File: src/rtl/pio_pkg.sv
package pio_pkg;

    localparam int WORD_W = 17;
    localparam int CODE_W = 6;
    localparam int NREG   = 3;
    localparam int IDX_W  = $clog2(NREG + 1);
    localparam logic [4:0] IO_OPC = 5'b00001;

    typedef enum logic [1:0] {
        FN_NONE  = 2'd0,
        FN_START = 2'd1,
        FN_STOP  = 2'd2,
        FN_PULSE = 2'd3
    } io_fn_e;

    typedef struct packed {
        logic             hit;
        logic             is_read;
        logic             is_write;
        logic             is_skip;
        logic             to_a;
        logic [IDX_W-1:0] ridx;
        io_fn_e           fn;
    } io_cmd_t;

    typedef struct packed {
        logic busy;
        logic done;
        logic pulse;
    } flag_t;

endpackage

File: src/rtl/pio_decode.sv
module pio_decode
    import pio_pkg::*;
#(
    parameter logic [CODE_W-1:0] DEV_CODE = 6'd24
) (
    input  logic              io_valid,
    input  logic [WORD_W-1:0] io_instr,
    output io_cmd_t           cmd
);

    logic [2:0] mode;
    logic       match;

    assign mode  = io_instr[8:6];
    assign match = io_valid && (io_instr[16:12] == IO_OPC)
                   && (io_instr[CODE_W-1:0] == DEV_CODE);

    always_comb begin
        cmd          = '0;
        cmd.hit      = match;
        cmd.is_read  = match && (mode >= 3'd1) && (mode <= 3'd3);
        cmd.is_write = match && (mode >= 3'd4) && (mode <= 3'd6);
        cmd.is_skip  = match && (mode == 3'd7);
        cmd.to_a     = io_instr[11];
        cmd.fn       = io_fn_e'(io_instr[10:9]);
        if (mode[2]) begin
            cmd.ridx = IDX_W'(mode[1:0]);
        end else begin
            cmd.ridx = IDX_W'(mode[1:0] - 2'd1);
        end
    end

endmodule

File: src/rtl/pio_flags.sv
module pio_flags
    import pio_pkg::*;
(
    input  logic   clk,
    input  logic   rst_n,
    input  logic   fn_en,
    input  io_fn_e fn,
    input  logic   dev_done,
    input  logic   io_reset,
    output flag_t  flags
);

    flag_t fl_d, fl_q;

    always_comb begin
        fl_d       = fl_q;
        fl_d.pulse = 1'b0;
        if (dev_done) begin
            fl_d.busy = 1'b0;
            fl_d.done = 1'b1;
        end
        if (fn_en) begin
            unique case (fn)
                FN_START: begin
                    fl_d.busy = 1'b1;
                    fl_d.done = 1'b0;
                end
                FN_STOP: begin
                    fl_d.busy = 1'b0;
                    fl_d.done = 1'b0;
                end
                FN_PULSE: fl_d.pulse = 1'b1;
                FN_NONE:  ;
            endcase
        end
        if (io_reset) begin
            fl_d = '0;
        end
    end

    always_ff @(posedge clk or negedge rst_n) begin
        if (!rst_n) begin
            fl_q <= '0;
        end else begin
            fl_q <= fl_d;
        end
    end

    assign flags = fl_q;

endmodule

File: src/rtl/pio_regfile.sv
module pio_regfile
    import pio_pkg::*;
(
    input  logic                        clk,
    input  logic                        rst_n,
    input  logic                        wr_en,
    input  logic [IDX_W-1:0]            idx,
    input  logic [WORD_W-1:0]           wdata,
    output logic [WORD_W-1:0]           rdata,
    output logic [NREG-1:0][WORD_W-1:0] regs
);

    logic [NREG-1:0][WORD_W-1:0] regs_d, regs_q;

    for (genvar g = 0; g < NREG; g++) begin : g_reg
        always_comb begin
            regs_d[g] = regs_q[g];
            if (wr_en && (idx == IDX_W'(g))) begin
                regs_d[g] = wdata;
            end
        end
    end

    always_ff @(posedge clk or negedge rst_n) begin
        if (!rst_n) begin
            regs_q <= '0;
        end else begin
            regs_q <= regs_d;
        end
    end

    always_comb begin
        rdata = '0;
        for (int i = 0; i < NREG; i++) begin
            if (idx == IDX_W'(i)) begin
                rdata = regs_q[i];
            end
        end
    end

    assign regs = regs_q;

endmodule

File: src/rtl/pio_dev_if.sv
module pio_dev_if
    import pio_pkg::*;
#(
    parameter logic [5:0] DEV_CODE = 6'd24
) (
    input  logic        clk,
    input  logic        rst_n,
    input  logic        io_valid,
    input  logic [16:0] io_instr,
    input  logic [16:0] io_wdata,
    input  logic        io_reset,
    input  logic        int_mask,
    input  logic        dev_done,
    output logic        io_rd_en,
    output logic        io_rd_to_a,
    output logic [16:0] io_rdata,
    output logic        io_skip,
    output logic        busy,
    output logic        done,
    output logic        int_req,
    output logic        io_pulse,
    output logic [16:0] dev_reg1,
    output logic [16:0] dev_reg2,
    output logic [16:0] dev_reg3
);

    io_cmd_t                     cmd;
    flag_t                       flags;
    logic [WORD_W-1:0]           rd_word;
    logic [NREG-1:0][WORD_W-1:0] regs;
    logic                        skip_cond;

    pio_decode #(.DEV_CODE(DEV_CODE)) u_dec (
        .io_valid (io_valid),
        .io_instr (io_instr),
        .cmd      (cmd)
    );

    pio_flags u_flags (
        .clk      (clk),
        .rst_n    (rst_n),
        .fn_en    (cmd.hit && !cmd.is_skip),
        .fn       (cmd.fn),
        .dev_done (dev_done),
        .io_reset (io_reset),
        .flags    (flags)
    );

    pio_regfile u_regs (
        .clk   (clk),
        .rst_n (rst_n),
        .wr_en (cmd.is_write),
        .idx   (cmd.ridx),
        .wdata (io_wdata),
        .rdata (rd_word),
        .regs  (regs)
    );

    always_comb begin
        unique case (cmd.fn)
            FN_NONE:  skip_cond = flags.busy;
            FN_START: skip_cond = !flags.busy;
            FN_STOP:  skip_cond = flags.done;
            FN_PULSE: skip_cond = !flags.done;
        endcase
    end

    assign io_rd_en   = cmd.is_read;
    assign io_rd_to_a = cmd.is_read && cmd.to_a;
    assign io_rdata   = cmd.is_read ? rd_word : '0;
    assign io_skip    = cmd.is_skip && skip_cond;
    assign busy       = flags.busy;
    assign done       = flags.done;
    assign io_pulse   = flags.pulse;
    assign int_req    = flags.done && !int_mask;
    assign dev_reg1   = regs[0];
    assign dev_reg2   = regs[1];
    assign dev_reg3   = regs[2];

endmodule

File: config.mk
export PLATFORM = sky130hd
export DESIGN_NAME = pio_dev_if
export DESIGN_NICKNAME = d
export VERILOG_FILES = /design/src/rtl/pio_pkg.sv /design/src/rtl/pio_decode.sv /design/src/rtl/pio_flags.sv /design/src/rtl/pio_regfile.sv /design/src/rtl/pio_dev_if.sv
export SDC_FILE = /design/constraint.sdc
export NUM_CORES = 1
export LEC_CHECK = 0
export BUFFER_PORTS_ARGS = -buffer_cell sky130_fd_sc_hd__buf_2
export CAP_MARGIN = 20
export CORE_UTILIZATION = 30
export CTS_BUF_LIST = sky130_fd_sc_hd__clkbuf_16
export DETAILED_ROUTE_END_ITERATION = 10
export SKIP_LAST_GASP = 1
export SLEW_MARGIN = 20
export SYNTH_ARGS = -nofsm -noshare
export SYNTH_HDL_FRONTEND = slang
export SYNTH_SLANG_ARGS = --single-unit
File: constraint.sdc
create_clock -name clk -period 4 [get_ports clk]
set_input_delay 0.8 -clock clk [delete_from_list [all_inputs] [get_ports clk]]
set_output_delay 0.8 -clock clk [all_outputs]
set_load 0.005 [all_outputs]
# Yosys cells after proc, flatten, opt, wreduce, memory -nomap -nowiden
# Index checks and enable logic that the tools add are counted.
# totals
regBits	54
latch_bits	0
ramBits	0
mem_bits_ro	0
inputBits	40
mem_count	0
# classes
addsub	1
mul	0
div	0
n_lt_le_gt_ge	4
eq_ne	8
n_shift	0
mux	11
bitwise	0
n_reduce_logical	20
# ops
op	count
two-way mux 17 bit	4
logical AND 1 bit	14
== test 2 bit (second input constant)	3
== test 6 x 5 -> 1 bit (second input constant)	1
two-way mux 3 bit	2
== test 5 x 1 -> 1 bit (second input constant)	1
== test 2 x 1 -> 1 bit (second input constant)	2
logical NOT 1 bit	4
logical NOT 2 bit	2
two-way mux 2 bit	2
case mux 1 bit (4 select lines)	1
case mux 2 bit (2 select lines)	1
== test 3 bit (second input constant)	1
>= comparator 3 x 1 -> 1 bit (second input constant)	1
>= comparator 3 bit (second input constant)	1
<= comparator 3 x 2 -> 1 bit (second input constant)	1
<= comparator 3 bit (second input constant)	1
subtractor 2 x 1 -> 2 bit (second input constant)	1
two-way mux 1 bit	1

# Logic depth before layout (Yosys ltp)
# Gate-level depths: netlist of run 1.
# logic_depth
depth_word	8
mapped_depth	8

# By module
# A second synthesis of run 1 with hierarchy kept.
# hier_totals
cells_unflattened	210
area_unflattened_um2	2834.0
# by_module_without_submodules
module	n_inst	cells_each	area_per_inst_um2
pio_regfile	1	149	2299.7
pio_decode	1	22	197.7
pio_dev_if	1	25	185.2
pio_flags	1	14	151.4

# Least setup slack after synthesis of run 1
# OpenSTA, ideal clock, no wires.
# synth_path
path_type	input to output
start	input port io_instr[6]
end	output port io_rdata[10]
arrival_ns	2.450
required_ns	3.200
path_slack_ns	0.750
stages	8
n_path_buf	2
cell_sequence	clkbuf_2 -> inv_1 -> ha_1 -> mux2i_1 -> nor2_1 -> buf_2 -> a22oi_1 -> nor2_1
# synth_between
elab_chain_len	7
# synth_rtl
element	line_no	source
start, declared	pio_dev_if.sv:9	input logic [16:0] io_instr,
subtractor 2 x 1 -> 2 bit	pio_decode.sv:29	cmd.ridx = IDX_W'(mode[1:0] - 2'd1);
two-way mux 2 bit	pio_decode.sv:26	if (mode[2]) begin
logical NOT 2 bit	pio_regfile.sv:35	if (idx == IDX_W'(i)) begin
two-way mux 17 bit (3 in a row)	pio_regfile.sv:35	
two-way mux 17 bit *	pio_dev_if.sv:70	assign io_rdata = cmd.is_read ? rd_word : '0;
end, declared	pio_dev_if.sv:16	output logic [16:0] io_rdata,
# Mark *: on every way between the ends. The rest lies on a longest branch, timed or not.

# Worst setup path after layout of run 1
# layout_path
start	input port io_instr[0]
end	output port io_rdata[10]
# layout_between
elab_chain_len	5
# layout_rtl
element	line_no	source
== test 6 x 5 -> 1 bit	pio_decode.sv:16	&& (io_instr[CODE_W-1:0] == DEV_CODE);
logical AND 1 bit	pio_decode.sv:16	
logical AND 1 bit (2 in a row)	pio_decode.sv:21	cmd.is_read = match && (mode >= 3'd1) && (mode <= 3'd3);
two-way mux 17 bit	pio_dev_if.sv:70	
# Every way passes these cells.

==> results of run 1 <==
-- sequential cells by signal (all words and copies together) (netlist names) --
register / cells
u_regs.regs: 51
u_flags.flags: 3
-- stage by stage --
step / power (mW) / util / hold WS [ps] / setup slack [ps]
after detailed placement: 0.657 / 0.393 / 491 / 466
after CTS: 1.08 / 0.409 / 508 / 471
after global placement: 0.655 / 0.393 / 482 / 493
after floorplan: 0.598 / - / 500 / 750
final: 1.06 / 0.409 / 501 / 463
after global routing: 1.12 / 0.409 / 529 / 335
-- synthesized netlist by cell type, drive strengths merged --
| master | instances | area (um2) |
|---|---|---|
| or4 | 1 | 7.51 |
| nand2b | 1 | 6.26 |
| a211oi | 1 | 7.51 |
| nor4b | 2 | 47.6 |
| mux2 | 68 | 766 |
| mux2i | 3 | 30.0 |
| nand2 | 2 | 7.51 |
| nand3 | 1 | 5.00 |
| clkbuf | 3 | 13.8 |
| and3b | 1 | 8.76 |
| xnor2 | 1 | 16.3 |
| a21oi | 3 | 15.0 |
| nor2b | 2 | 12.5 |
| buf | 8 | 75.1 |
| dfrtp | 54 | 1350 |
| nand4 | 2 | 18.8 |
| inv | 6 | 22.5 |
| a22oi | 17 | 128 |
| ha | 7 | 87.6 |
| and4bb | 1 | 12.5 |
| nor2 | 21 | 81.3 |
| a21boi | 1 | 7.51 |
| nor3 | 6 | 63.8 |
-- how the worst max path moves through the flow --
| stage | endpoint | cells after the start | startpoint |
|---|---|---|---|
| 6_report | io_rdata[10] | 6 | io_instr[0] |
| 5_1_grt | io_rdata[5] | 6 | io_instr[13] |
| 4_1_cts | io_rdata[7] | 6 | io_instr[0] |
| 3_5_place_dp | io_rdata[7] | 6 | io_instr[0] |
| 3_3_place_gp | io_rdata[7] | 6 | io_instr[0] |
| 2_1_floorplan | io_rdata[10] | 8 | io_instr[6] |
-- critical path: cells and delay by family --
kind          cells  cell delay [ps]
simple gates      4             1680
buf+inv           2              250
-- power breakdown --
| part | leakage [nW] | switching [mW] | internal [mW] |
|---|---|---|---|
| sequential | 0.753 | 0.00121 | 0.547 |
| combinational | 1.23 | 0.0586 | 0.0375 |
| clock | 0.0730 | 0.190 | 0.230 |
-- layer usage --
metal  track usage  vias to the layer above  routed length [um]
li1              -                     1002                   -
met1         0.209                     1025                3360
met2         0.246                       86                3180
met3        0.0298                        0                 378
met4        0.0241                        0                   0
met5             0                        -                   0
-- area by class of cell --
type / count / area share
repair buffers: 123 / 0.176
inverters: 6 / 0.00622
clock buffers: 5 / 0.0346
multi-input cells: 141 / 0.368
well taps: 108 / 0.0373
clock inverters: 3 / 0.00449
flip-flops and latches: 54 / 0.373
-- kinds of logic (layout without fill, tap and decap cells) --
logic type                 Yosys count  count (layout)  synth area share
AOI/OAI and AO/OA                   22              22            0.0565
DFF                                 54              54             0.484
adders and majority gates            7               7            0.0314
buffers and inverters               17             137            0.0399
muxes                               71              71             0.285
xor gates and xnor gates             1               1           0.00583
and+or+nand+nor                     40              40            0.0973
==> impl_metrics.json, run 1 <==
{
  "layout-drive-gt1-share": 0.557,
  "synth_cells": 212,
  "fin_area_um2": 3620,
  "skew_ps": 0,
  "synthDistinctLibCells": 30,
  "cp_max_fo": 19,
  "core.rowCount": 34,
  "routed_wl_um": 6920,
  "ctsResizeCount": 0,
  "dpl_cell_area_um2": 3480,
  "ctsRootBufferMaster": "clkbuf_16",
  "vias_per_cell": 4.80,
  "pwr_density_cell_nw_per_um2": 294,
  "die_area_um2": 9690,
  "clk_pin_slew_worst_paths_ps": 70,
  "whs_path_depth": 1,
  "seqCellArea_um2": 1350,
  "slowest_delay_ps": 920,
  "cts_tree": "built",
  "gp_congestion": 0.759,
  "dr.first_iter.drc_count": 71,
  "avgSynthCellArea_um2": 13.2,
  "fill_cells": 876,
  "end_kind": "output pin",
  "setup_violations": 0,
  "grt_pass1_vias": 2185,
  "final_nets": 378,
  "min_from": "u_regs.regs[28]",
  "die_y_um": 98.5,
  "worstReg2RegEnd": "u_flags.flags[2]",
  "io_pins": 115,
  "rsz0062_at_grt": "false",
  "num_vias": 2113,
  "drcViolationCount": 11,
  "violations": "DRC",
  "cts_made_buffers": 5,
  "grt_usage": 0.150,
  "hpwl_um": 5220,
  "place_inst": 432,
  "core_um2": 8850,
  "cts_htree_levels": 2,
  "r2r-start": "u_flags.flags[2]",
  "relSlewSlack": 0.477,
  "grt_first_pass_wirelength_um": 11300,
  "antennaDiodeCount": 0,
  "start_util": 0.315,
  "cp_data_required_time_ps": 3200,
  "ant_nets": 0,
  "finalHoldViolCount": 0,
  "critPathKind": "in -> out",
  "multi_input_area_um2": 1330,
  "slew_violations": 0,
  "final_cells": 440,
  "cts_buffer_depth": 2,
  "period_share": 0.884,
  "crit_path_cell_trace": "buf_2 -> nor4b_4 -> nand3_1 -> or4_1 -> nor2_1 -> buf_2",
  "post_cts_buffers": 0,
  "clock_sinks": 54,
  "crit_path_start_kind": "input pin",
  "clk_latency_ps": 280,
  "fin_tns_setup_ps": 0,
  "ctsHoldBuffers": 0,
  "worst_slew_pin_slew_ps": 785,
  "die_x_um": 98.5,
  "wl_per_cell_um": 15.7,
  "fmax_ghz": 0.283,
  "status": "finished, violations left",
  "portBuffers": 114,
  "crit_slowest_cell": "or4_1",
  "path_common_cell": "buf_2",
  "grt_max_degree": 29,
  "layout_common_cells": "buf_2, dfrtp_1, mux2_2",
  "min_to": "u_regs.regs[28]",
  "layout_commonest_cell": "buf_2",
  "syn2layout_area_growth_pct": 29.7,
  "netlist_area_um2": 2790,
  "r2r_setup_slack_ps": 3180,
  "drtPass1Iterations": 10,
  "cp.arrival_ps": 2740,
  "synth_seq_cells": 54,
  "maxCapViolCount": 0,
  "fin_crit_ps": 3540,
  "overflow": 0,
  "min_path_type": "reg -> reg",
  "syn-num-nets": 259,
  "yosysWarnings": 0,
  "seq_area_frac_synth": 0.484,
  "irDropWorstVdd_mv": 0.195,
  "rr_worst_depth": 3,
  "antenna_found_initial": 0,
  "leakagePower_nw": 2.06
}
No activity file was read; power rests on OpenSTA's default activity.
==> run 2, diff against run 1 <==
CORE_UTILIZATION = 40   (was 30)
PLACE_DENSITY = 0.68   (was default)
==> impl_metrics.json, run 2 (same netlist as run 1, synthesis figures left out) <==
{
  "end_kind": "output pin",
  "final_nets": 377,
  "antennaDiodeCount": 0,
  "critPathKind": "in -> out",
  "crit_buf_inv": 2,
  "finalHoldViolCount": 0,
  "clock_sinks": 54,
  "largest_reg_flops": 51,
  "rr_worst_depth": 3,
  "maxCapViolCount": 0,
  "fmax_ghz": 0.285,
  "drcViolationCount": 0,
  "drtPass1Iterations": 6,
  "core_um2": 6760,
  "timing.final.ws_setup_ps": 493,
  "die_area_um2": 7320,
  "clk_latency_ps": 280,
  "cp.arrival_ps": 2710,
  "relSlewSlack": 0.489,
  "cts_htree_levels": 2,
  "internal-power_uw": 810,
  "clk_pin_slew_worst_paths_ps": 60,
  "combPwrFrac": 0.090,
  "setup_violations": 0,
  "fill_cells": 621,
  "dr.first_iter.drc_count": 64,
  "num_vias": 2141,
  "cts_tree": "built",
  "dpl_cell_area_um2": 3440,
  "clkPwrFrac": 0.388,
  "r2r_setup_slack_ps": 3170,
  "start_util": 0.413,
  "dp_slack_ps": 471,
  "worst_slew_pin_slew_ps": 766,
  "ctsRootBufferMaster": "clkbuf_16",
  "final_cells": 411,
  "layout_common_cells": "buf_2, dfrtp_1, mux2_2",
  "die_x_um": 85.5,
  "ctsHoldBuffers": 0,
  "worstReg2RegEnd": "u_flags.flags[2]",
  "crit_slowest_cell": "or4_1",
  "path_common_cell": "buf_2",
  "grt_first_pass_wirelength_um": 10600,
  "hpwl_um": 4880,
  "crit_path_start_kind": "input pin",
  "layout-drive-gt1-share": 0.556,
  "cp_max_fo": 19,
  "die_y_um": 85.5,
  "cts_buffer_depth": 2,
  "grt_usage": 0.188,
  "vias_per_cell": 5.21,
  "fin_tns_setup_ps": 0,
  "period_share": 0.877,
  "syn2layout_area_growth_pct": 28.1,
  "leakagePower_nw": 2.05,
  "status": "finished clean",
  "wl_per_cell_um": 15.9,
  "rsz0062_at_grt": "false",
  "p_sw_uw": 240,
  "pwr-share-seq": 0.522,
  "cts_made_buffers": 5,
  "gp_congestion": 0.752,
  "antenna_found_initial": 0,
  "pwr_density_cell_nw_per_um2": 294,
  "slowest_delay_ps": 910,
  "place_inst": 403,
  "routed_wl_um": 6520,
  "portBuffers": 114,
  "crit_path_cell_trace": "buf_2 -> nor4b_4 -> nand3_1 -> or4_1 -> nor2_1 -> buf_2",
  "overflow": 0,
  "cpLargestDelayFamily": "simple AND/OR/NAND/NOR gates",
  "layout_commonest_cell": "buf_2",
  "post_cts_buffers": 0,
  "grt_max_degree": 29,
  "hold_slack_ps": 510,
  "cp_data_required_time_ps": 3200,
  "r2r-start": "u_flags.flags[2]",
  "slew_violations": 0,
  "min_path_type": "in -> async",
  "irDropWorstVdd_mv": 0.138,
  "swShare": 0.228,
  "skew_ps": 0,
  "fin_area_um2": 3570,
  "grt_pass1_vias": 2059,
  "io_pins": 115,
  "fin_crit_ps": 3510,
  "ant_nets": 0,
  "core.rowCount": 30,
  "ctsResizeCount": 0
}
## run 2: cell count changes in the layout (fill, tap and decap cells not counted), sizes merged
cell / before / now
buf: 123 / 122
inv: 8 / 7
clkinv: 1 / 2
## run 2: power groups by stage
stage	Sequential (mW)	Combinational, mW	Clock, mW
6_report	0.548	0.0939	0.407
5_1_grt	0.548	0.105	0.445
4_1_cts	0.548	0.0960	0.417
3_5_place_dp	0.559	0.0964	0
3_3_place_gp	0.559	0.0941	0
2_1_floorplan	0.559	0.0395	0
## run 2: worst max-delay path by stage
| stage | from | to | slack, ps | cells past startpoint |
|---|---|---|---|---|
| floorplan | io_instr[6] | io_rdata[10] | 750 | 8 |
| global placement | io_instr[0] | io_rdata[5] | 520 | 6 |
| detailed placement | io_instr[13] | io_rdata[5] | 470 | 6 |
| CTS | io_instr[13] | io_rdata[5] | 470 | 6 |
| global route | io_instr[13] | io_rdata[2] | 340 | 6 |
| finish | io_instr[13] | io_rdata[5] | 490 | 6 |
## run 2: per-layer routing
layer,vias to the layer above,GRT usage,share of wire
met2,83,0.298,0.46
li1,1002,-,-
met3,7,0.0529,0.062
met5,-,0,0
met4,0,0.0500,0.0087
met1,1049,0.255,0.47
## run 2: final cells by class
| cell class | count | area, um2 | share of cell area |
|---|---|---|---|
| clock inverters | 3 | 12.5 | 0.00350 |
| flip-flops and latches | 54 | 1350 | 0.378 |
| multi-input cells | 141 | 1330 | 0.373 |
| repair buffers | 122 | 631 | 0.176 |
| well taps | 80 | 100 | 0.0280 |
| clock buffers | 5 | 125 | 0.0350 |
| inverters | 6 | 22.5 | 0.00630 |
## run 2: per-stage QoR
step,util,power [mW]
final,0.529,1.05
after global routing,0.529,1.10
after CTS,0.529,1.06
after detailed placement,0.509,0.655
after global placement,0.509,0.653
after floorplan,-,0.598
